## src/rtl/mesh_pkg.sv

```systemverilog
package mesh_pkg;
  localparam int COORD_W    = 3;
  localparam int FLIT_W     = 32;
  localparam int PKT_FLITS  = 8;
  localparam int QUEUE_SLOTS = 4;
  localparam int NUM_DIRS   = 5;

  typedef enum logic [2:0] {
    DIR_LOCAL = 3'd0,
    DIR_NORTH = 3'd1,
    DIR_SOUTH = 3'd2,
    DIR_EAST  = 3'd3,
    DIR_WEST  = 3'd4
  } dir_e;

  // Column offset first, row offset only once the column matches.
  function automatic dir_e xy_pick(input logic [COORD_W-1:0] dst_x,
                                   input logic [COORD_W-1:0] dst_y,
                                   input logic [COORD_W-1:0] own_x,
                                   input logic [COORD_W-1:0] own_y);
    if (dst_x > own_x)      return DIR_EAST;
    else if (dst_x < own_x) return DIR_WEST;
    else if (dst_y > own_y) return DIR_NORTH;
    else if (dst_y < own_y) return DIR_SOUTH;
    else                    return DIR_LOCAL;
  endfunction

  function automatic logic [NUM_DIRS-1:0] dir_onehot(input dir_e d);
    logic [NUM_DIRS-1:0] v;
    v = '0;
    v[d] = 1'b1;
    return v;
  endfunction
endpackage

```

## src/rtl/flit_fifo.sv

```systemverilog
module flit_fifo #(
  parameter int W     = mesh_pkg::FLIT_W,
  parameter int DEPTH = mesh_pkg::QUEUE_SLOTS
) (
  input  logic         clk,
  input  logic         rst,
  input  logic         push,
  input  logic [W-1:0] din,
  input  logic         pop,
  output logic [W-1:0] dout,
  output logic         full,
  output logic         empty
);
  localparam int AW   = (DEPTH > 1) ? $clog2(DEPTH) : 1;
  localparam int CNTW = $clog2(DEPTH + 1);

  logic [W-1:0]    slots [DEPTH];
  logic [AW-1:0]   wr_ptr, rd_ptr;
  logic [CNTW-1:0] count;

  assign full  = (count == CNTW'(DEPTH));
  assign empty = (count == '0);
  assign dout  = slots[rd_ptr];

  function automatic logic [AW-1:0] bump(input logic [AW-1:0] p);
    return (p == AW'(DEPTH - 1)) ? '0 : p + 1'b1;
  endfunction

  always_ff @(posedge clk) begin
    if (push) slots[wr_ptr] <= din;
  end

  always_ff @(posedge clk) begin
    if (rst) begin
      wr_ptr <= '0;
      rd_ptr <= '0;
      count  <= '0;
    end else begin
      if (push) wr_ptr <= bump(wr_ptr);
      if (pop)  rd_ptr <= bump(rd_ptr);
      case ({push, pop})
        2'b10:   count <= count + 1'b1;
        2'b01:   count <= count - 1'b1;
        default: count <= count;
      endcase
    end
  end

  a_r5_no_overflow: assert property (@(posedge clk) disable iff (rst)
    push |-> !full);
  a_r7_no_underflow: assert property (@(posedge clk) disable iff (rst)
    pop |-> !empty);
  a_r11_reset_clears: assert property (@(posedge clk)
    rst |=> (count == '0));
endmodule

```

## src/rtl/route_hold.sv

```systemverilog
module route_hold
  import mesh_pkg::*;
#(
  parameter int FW  = FLIT_W,
  parameter int CW  = COORD_W,
  parameter int PKT = PKT_FLITS,
  parameter int ND  = NUM_DIRS
) (
  input  logic          clk,
  input  logic          rst,
  input  logic [CW-1:0] own_x,
  input  logic [CW-1:0] own_y,
  input  logic [FW-1:0] head,
  input  logic          head_valid,
  input  logic [ND-1:0] grant,
  output logic [ND-1:0] req,
  output logic          pop
);
  localparam int NW = (PKT > 1) ? $clog2(PKT) : 1;

  logic [NW-1:0] flit_idx;
  dir_e          held_dir, cur_dir;
  logic          at_header, at_tail;
  logic [CW-1:0] dst_x, dst_y;

  assign at_header = (flit_idx == '0);
  assign at_tail   = (flit_idx == NW'(PKT - 1));
  assign dst_x     = head[FW-1 -: CW];
  assign dst_y     = head[FW-1-CW -: CW];
  assign cur_dir   = at_header ? xy_pick(dst_x, dst_y, own_x, own_y) : held_dir;
  assign req       = head_valid ? dir_onehot(cur_dir) : '0;
  assign pop       = |(req & grant);

  always_ff @(posedge clk) begin
    if (rst) begin
      flit_idx <= '0;
      held_dir <= DIR_LOCAL;
    end else if (pop) begin
      flit_idx <= at_tail ? '0 : flit_idx + 1'b1;
      if (at_header) held_dir <= cur_dir;
    end
  end

  a_r8_route_held: assert property (@(posedge clk) disable iff (rst)
    (pop && !at_tail) |=> (req == '0 || req == $past(req)));
  a_r7_stall_keeps_req: assert property (@(posedge clk) disable iff (rst)
    (req != '0 && !pop) |=> (req == $past(req)));
endmodule

```

## src/rtl/mesh_in_port.sv

```systemverilog
module mesh_in_port
  import mesh_pkg::*;
#(
  parameter int FW    = FLIT_W,
  parameter int CW    = COORD_W,
  parameter int PKT   = PKT_FLITS,
  parameter int DEPTH = QUEUE_SLOTS,
  parameter int ND    = NUM_DIRS
) (
  input  logic          clk,
  input  logic          rst,
  input  logic [CW-1:0] node_x,
  input  logic [CW-1:0] node_y,
  input  logic [FW-1:0] up_data,
  input  logic          up_empty,
  output logic          up_rd_en,
  output logic [FW-1:0] out_data,
  output logic [ND-1:0] out_req,
  input  logic [ND-1:0] out_grant
);
  logic q_full, q_empty, q_pop, accept;

  // Take a word only when one is offered and a slot is free now.
  assign accept   = !up_empty && !q_full;
  assign up_rd_en = accept;

  flit_fifo #(.W(FW), .DEPTH(DEPTH)) u_queue (
    .clk   (clk),
    .rst   (rst),
    .push  (accept),
    .din   (up_data),
    .pop   (q_pop),
    .dout  (out_data),
    .full  (q_full),
    .empty (q_empty)
  );

  route_hold #(.FW(FW), .CW(CW), .PKT(PKT), .ND(ND)) u_route (
    .clk        (clk),
    .rst        (rst),
    .own_x      (node_x),
    .own_y      (node_y),
    .head       (out_data),
    .head_valid (!q_empty),
    .grant      (out_grant),
    .req        (out_req),
    .pop        (q_pop)
  );

  a_r10_idle_quiet: assert property (@(posedge clk) disable iff (rst)
    q_empty |-> (out_req == '0));
  a_r1_onehot_req: assert property (@(posedge clk) disable iff (rst)
    $onehot0(out_req));
endmodule

```

## config.mk

```make
export PLATFORM = sky130hd
export DESIGN_NAME = mesh_in_port
export DESIGN_NICKNAME = d
export VERILOG_FILES = /design/src/rtl/mesh_pkg.sv /design/src/rtl/flit_fifo.sv /design/src/rtl/route_hold.sv /design/src/rtl/mesh_in_port.sv
export SDC_FILE = /design/constraint.sdc
export NUM_CORES = 1
export LEC_CHECK = 0
export ABC_CLOCK_PERIOD_IN_PS = 9900
export BUFFER_PORTS_ARGS = -buffer_cell sky130_fd_sc_hd__buf_2
export CORE_UTILIZATION = 58
export CTS_CLUSTER_SIZE = 30
export DETAILED_ROUTE_END_ITERATION = 16
export GPL_ROUTABILITY_DRIVEN = 0
export PLACE_DENSITY = 0.91
export SYNTH_ARGS = -nofsm -noshare
export SYNTH_HDL_FRONTEND = slang
export SYNTH_SLANG_ARGS = --single-unit
```

## constraint.sdc

```tcl
create_clock -name clk -period 9.9 [get_ports clk]
set_input_delay 0 -clock clk [delete_from_list [all_inputs] [get_ports clk]]
set_output_delay 0 -clock clk [all_outputs]
set_load 0.005 [all_outputs]
```

==> impl_results.md, run 1 <==
- FF/Latch Area: about 0.0041 mm2
- P per Cell Area: 243.3 mW/mm2
- Switching Share: 29.48%
- Die area: 0.01030 mm2
- Leakage: 2.616 nW
- DR DRC count: 0
- Longest Clk Path Bufs: 2
- HPWL Detailed: 6484 um
- Routed WL: between 10,000 and 15,000 um
- Syn Area/Cell: about 19 um2
- Yosys warning total: 0
- Worst hold path type: input pin to flop
- Final-report hold violation count: 0
- Via density: 5.718
- Worst-path clk slew: 0.06 ns
- CP endpoint kind: flop
- Peak supply drop: between 0.15 and 0.2 mV
- Initial Utilization: 60.97%
- Final #Nets: 495
- Sequential fraction of the synthesis area: 72.19%
- Max transition margin: 27.45%
- Resized cells post-CTS: 0
- N_diodes: 0
- CP Data Required Time: around 10 ns
- Vias in the first global route: 3,365
- I/O Buffers: 83
- Maxcap violations: 0
- Antenna violations before repair: 0
- First-pass GRT wire length: 17,770 um
- Worst-Margin Slew: ~1.1 ns
- Total track usage: 24.78%
- Crit path kind: flop to flop
- Status: complete, no violations
- Worst-skew pair later-pin latency: approximately 0.52 ns
- GR Overflow Total: 0
- Fmax: 190.4 MHz
- Logic pwr share: 22.7%
- Flip-flop and latch count after synthesis: 143
- Setup-violating endpoint count in the final report: 0
- Vias: 3,288
- CTS Buf Count: 17
- Clock group share of total power: 33.0%
- Final Power: 0.001746 W
- Drt first pass iters: 4
- Area of the multi-input gates: 0.001493 mm2
- Syn nets: 367
- Worst EP arrival: 5.71 ns
- Fill count: 529
- IO Pins: 84
- Post-Syn Instances: 305
- Layout Area Growth over Synthesis: 25.04%
- Row count: 35
- Final TNS setup: 0 ns
- Die Height: between 100 and 150 um
- Post-synthesis cell area: 0.005741 mm2
- Final period util: between 50% and 60%
- Post-synthesis cell type count: 43
- Post-route minimum period: 5.252 ns
- Seq pwr share: 44.4%
- ANT nets after route: 0
- Worst Hold Slack: 0.05606 ns
- Startpoint Class: flop
- CTS tree: done
- DRT iter0 DRCs: 169
- Share of cells above drive strength 1: a little under two fifths
- TritonCTS Sinks: 143
- Layout Skew: 0.01007 ns
- RSZ-0062 raised after global routing: false
- Cell internal pwr: 0.001232 W
- DR WL/cell: 20.49 um
- R2R setup slack: 4.65 ns
- Die W: between 100 and 150 um
- CORE AREA: 0.009415 mm2
- Switch Pwr: 0.0005148 W
- Worst Path Max Fanout: 17
- Largest net degree at the start of global routing: 33
- Root Buffer: clkbuf_8
- H-tree Lvls: 4
- Slew Limit Fails: 0
[power by group through the flow]
stage | Sequential (W) | Combinational [W] | Clock, W
4_1_cts | 0.000775 | 0.000394 | 0.000579
6_report | 0.000775 | 0.000396 | 0.000576
5_1_grt | 0.000782 | 0.000432 | 0.000602
2_1_floorplan | 0.000762 | 0.000272 | 0
3_5_place_dp | 0.000785 | 0.000375 | 0
3_3_place_gp | 0.000779 | 0.000360 | 0
[final cells by class]
| cell class | instances | area share [%] |
|---|---|---|
| Timing Repair Buffer | 118 | 10.63 |
| Multi-Input combinational cell | 135 | 20.79 |
| Inverter | 18 | 0.9413 |
| Clock buffer | 17 | 5.770 |
| Clock inverter | 15 | 1.848 |
| Tap cell | 129 | 2.249 |
| Sequential cell | 143 | 57.77 |
[stage by stage]
stage	utilization (%)	setup WS [ns]	instances	area (um2)
global placement	66.82	4.920	509	6291
finish	76.24	4.648	575	7178
CTS	76.24	4.647	575	7178
global route	76.24	4.225	575	7178
detailed placement	66.82	4.760	509	6291
floorplan	-	5.540	305	5741
[kinds of logic after synthesis]
| family | after synthesis | synth area share, % |
|---|---|---|
| adders and majority gates | 16 | 3.618 |
| and+or+nand+nor | 51 | 5.100 |
| DFF | 143 | 72.19 |
| AOI/OAI and AO/OA | 30 | 3.640 |
| xor gates and xnor gates | 2 | 0.3052 |
| muxes | 36 | 13.25 |
| buffers and inverters | 27 | 1.896 |
[synthesized netlist by cell type, drive strengths merged]
cell	n	area (um2)
mux2i	4	40.04
o21ai	9	48.79
nor4	1	12.51
a2111oi	1	15.01
fa	1	20.02
nand3b	2	15.01
nor2b	3	26.27
o32ai	1	8.760
buf	5	26.27
ha	15	187.7
mux4	32	720.7
nand2	4	15.01
edfxtp	128	3844
o41ai	3	26.28
or2	2	12.51
o21a	1	8.760
or3	4	25.02
a31oi	1	6.260
nand2b	3	18.77
o32a	1	10.01
clkbuf	4	15.01
nor3	4	20.02
dfxtp	15	300.3
and3	1	6.260
nand3	3	15.01
xor2	2	17.52
nor2	17	66.32
and3b	1	10.01
and4b	1	10.01
inv	18	67.56
nor4b	1	15.01
and2	4	25.02
a21o	2	16.27
a21oi	8	43.79
o21bai	2	15.01
o311a	1	10.01
[critical path, stage by stage (launching register included)]
cell and delay [ns]:
dfxtp_2 0.68, buf_4 0.45, mux4_2 0.58, ha_1 0.34
nand3b_1 0.12, a21oi_1 0.42, o21bai_1 0.17, o311a_1 0.37
nor4_2 0.92, inv_1 0.11, ha_1 0.25, inv_1 0.07
fa_1 0.17, xor2_1 0.07, or3_1 0.30, a21oi_1 0.14
[flip-flops by register name, summed over array words and instances, names as in the netlist, named ones only]
name              count
u_queue.slots       128
u_route.held_dir      3
u_queue.rd_ptr        2
u_queue.count         3
u_route.flit_idx      3
u_queue.wr_ptr        2
[cells in the final DEF (no fill, tap or decap), drive strengths merged, types with 5 or more instances in the layout]
| cell type | instances |
|---|---|
| inv | 23 |
| o21ai | 9 |
| dlygate4sd3 | 34 |
| ha | 15 |
| dfxtp | 15 |
| clkinvlp | 5 |
| edfxtp | 128 |
| mux4 | 32 |
| clkinv | 5 |
| nor2 | 17 |
| a21oi | 8 |
| clkbuf | 17 |
| buf | 84 |
[routing by layer]
| layer | vias up | GRT usage [%] | share of wire [%] |
|---|---|---|---|
| li1 | 1476 | - | - |
| met1 | 1616 | 31.09 | 40 |
| met2 | 164 | 41.55 | 51 |
| met3 | 32 | 5.314 | 5.7 |
| met4 | 0 | 12.04 | 3.1 |
| met5 | - | 0 | 0 |
[path summary, 6_finish.rpt]
| kind | endpoint | cells past startpoint | start |
|---|---|---|---|
| max | u_queue.count[2] | 15 | flop |
| max reg2reg | u_queue.count[2] | 15 | flop |
| min reg2reg | u_route.flit_idx[0] | 2 | u_route.flit_idx[0] |
| min | u_route.held_dir[2] | 5 | node_x[2] |
[what timing repair did]
action	in CTS	in global routing
endpoints found under the hold margin	143	0
buffers inserted	0	0
hold buffers	34	0
Power figures use the tool's default switching activity.
==> inputs of run 2 (changes only) <==
ABC_CLOCK_PERIOD_IN_PS = 4800   (was 9900)
CORE_UTILIZATION = 51   (was 58)
PLACE_DENSITY = 0.85   (was 0.91)
clock period = 4.8 ns   (was 9.9 ns; I/O delays follow)
==> run 2 against run 1 <==
Against the previous run: sequential power increased by 100%; final area increased by 1.5%; non-clock buffer count increased by 2; final cell count increased by 2.1%; largest cell class unchanged.
==> impl_results.md, run 2 (synthesis gave the netlist of run 1 again) <==
- Post-route minimum period: 4.223 ns
- Share of cells above drive strength 1: 36.91%
- Worst EP arrival: 4.67 ns
- CP Data Required Time: 5.24 ns
- Crit path kind: flop to flop
- Worst-path clk slew: around 0.060 ns
- Max FFs per register: approximately 130
- Setup crit end: u_queue.count[2]
- Routed WL: 10,490 um
- Die area: 0.01168 mm2
- R2R setup slack: 0.58 ns
- Maxcap violations: 0
- Most frequent cells in the layout: edfxtp_1, buf_2, dlygate4sd3_1
- Setup-violating endpoint count in the final report: 0
- Worst hold path type: input pin to flop
- Max transition margin: 39.21%
- CORE AREA: 0.01089 mm2
- Final #Nets: 497
- Antenna violations before repair: 0
- Fmax: 236.8 MHz
- Peak supply drop: 0.2576 mV
- Reg2Reg Depth: 14
- CP endpoint kind: flop
- WHS Path Cells: 5
- GR Overflow Total: 0
- H-tree Lvls: 4
- First-pass GRT wire length: 16,350 um
- Bufs and invs on worst path: 2
- Vias: roughly 3,200
- CP max stage cell: dfxtp_2
- Total track usage: 19.52%
- I/O Buffers: 83
- Status: complete, no violations
- Worst-skew pair later-pin latency: 0.51 ns
- IO Pins: 84
- TritonCTS Sinks: around 140
- Root Buffer: clkbuf_8
- DR DRC count: 0
- Family with the most delay on the worst path: compound AO/OA/AOI/OAI gates
- Layout Area Growth over Synthesis: 26.96%
- Final-report hold violation count: 0
- Longest Clk Path Bufs: 2
- Largest net degree at the start of global routing: 33
- Startpoint Class: flop
- N_diodes: 0
- Final period util: 87.98%
- Critical Path, Cell by Cell: mux4_2, ha_1, and3_1, a21oi_1, o21bai_1, o311a_1, nor4_2, inv_1, ha_1, inv_1, fa_1, xor2_1, or3_1, a21oi_1
- Leakage: 2.678 nW
- Stages on the worst setup path: 14
- Die W: 108.1 um
- Vias in the first global route: 3,279
- Slew Limit Fails: 0
- HPWL Detailed: between 6000 and 7000 um
- Largest stage delay, worst path: 0.67 ns
- Largest reg by FF count: u_queue.slots
- P per Cell Area: 519.4 mW/mm2
- Worst Path Max Fanout: 15
- R2r endpoint: u_queue.count[2]
- Worst-Margin Slew: 0.9118 ns
- Initial Utilization: between 50% and 60%
- Row count: 38
- CTS Buf Count: 17
- CTS tree: done
- Die Height: around 110 um
- DRT iter0 DRCs: 196
- ANT nets after route: 0
- Worst Hold Slack: 0.07023 ns
- DR WL/cell: between 15 and 20 um
- RSZ-0062 raised after global routing: false
- Commonest non-fill, non-tap cell in the layout: edfxtp_1
- Layout Skew: 0.009695 ns
- Via density: between 5 and 6
- Drt first pass iters: 4
- Final TNS setup: 0 ns
run 2: cell types whose count changed in the layout (fill, tap and decap cells not counted), moves of 2 or more:
cell / change
bufinv_16: +5
clkinvlp_4: -4
buf_4: +2
clkbuf_1: +2
inv_8: -2
run 2: worst register-to-register path, stage by stage (launching register included):
cell and delay, ns:
dfxtp_2 0.67, mux4_2 0.59, ha_1 0.30, and3_1 0.19, a21oi_1 0.33, o21bai_1 0.13, o311a_1 0.35, nor4_2 0.45
inv_1 0.11, ha_1 0.23, inv_1 0.08, fa_1 0.20, xor2_1 0.08, or3_1 0.31, a21oi_1 0.14
run 2: final cells by class:
type                    instances  area (um2)
well taps                     140       175.2
multi-input cells             135        1493
clock inverters                12       206.4
inverters                      18       67.56
flip-flops and latches        143        4146
repair buffers                120       778.2
fillers                       704        3600
clock buffers                  19       421.7
run 2: worst min-delay path by stage:
stage	slack [ns]	start	to
4_1_cts	0.03	node_x[2]	u_route.held_dir[2]
6_report	0.07	node_x[2]	u_route.held_dir[2]
3_5_place_dp	0.22	up_data[3]	u_queue.slots[3][3]
2_1_floorplan	0.07	up_empty	up_rd_en
3_3_place_gp	0.21	up_data[18]	u_queue.slots[2][18]
5_1_grt	0.08	node_x[2]	u_route.held_dir[2]
run 2: routing by layer:
| layer | track usage [%] | part of all wire (%) | vias to the layer above |
|---|---|---|---|
| met5 | 0 | 0 | - |
| li1 | - | - | 1471 |
| met3 | 4.882 | 6.1 | 17 |
| met1 | 24.98 | 43 | 1567 |
| met4 | 7.730 | 1.5 | 0 |
| met2 | 32.17 | 50 | 110 |
run 2: timing repair:
item,in CTS,in global routing
setup buffers,0,0
endpoints found under the setup margin,0,0
endpoints found under the hold margin,143,0
hold buffers,34,0
gates resized for setup,0,0
run 2: where the power goes:
part | switching, W | internal (W) | total [W]
clock | 0.000487 | 0.000899 | 0.00139
sequential | 0.0000675 | 0.00151 | 0.00158
combinational | 0.000436 | 0.000383 | 0.000818
run 2: stage by stage:
stage	util [%]	cells	area, um2	total power [W]	setup slack (ns)
after floorplan	-	305	5741	0.002132	0.4401
after global placement	58.04	522	6320	0.002372	0.7442
after detailed placement	58.04	522	6320	0.002402	0.6128
after CTS	66.94	587	7288	0.003814	0.5548
after global routing	66.94	587	7288	0.003950	0.2355
final	66.94	587	7288	0.003786	0.5772
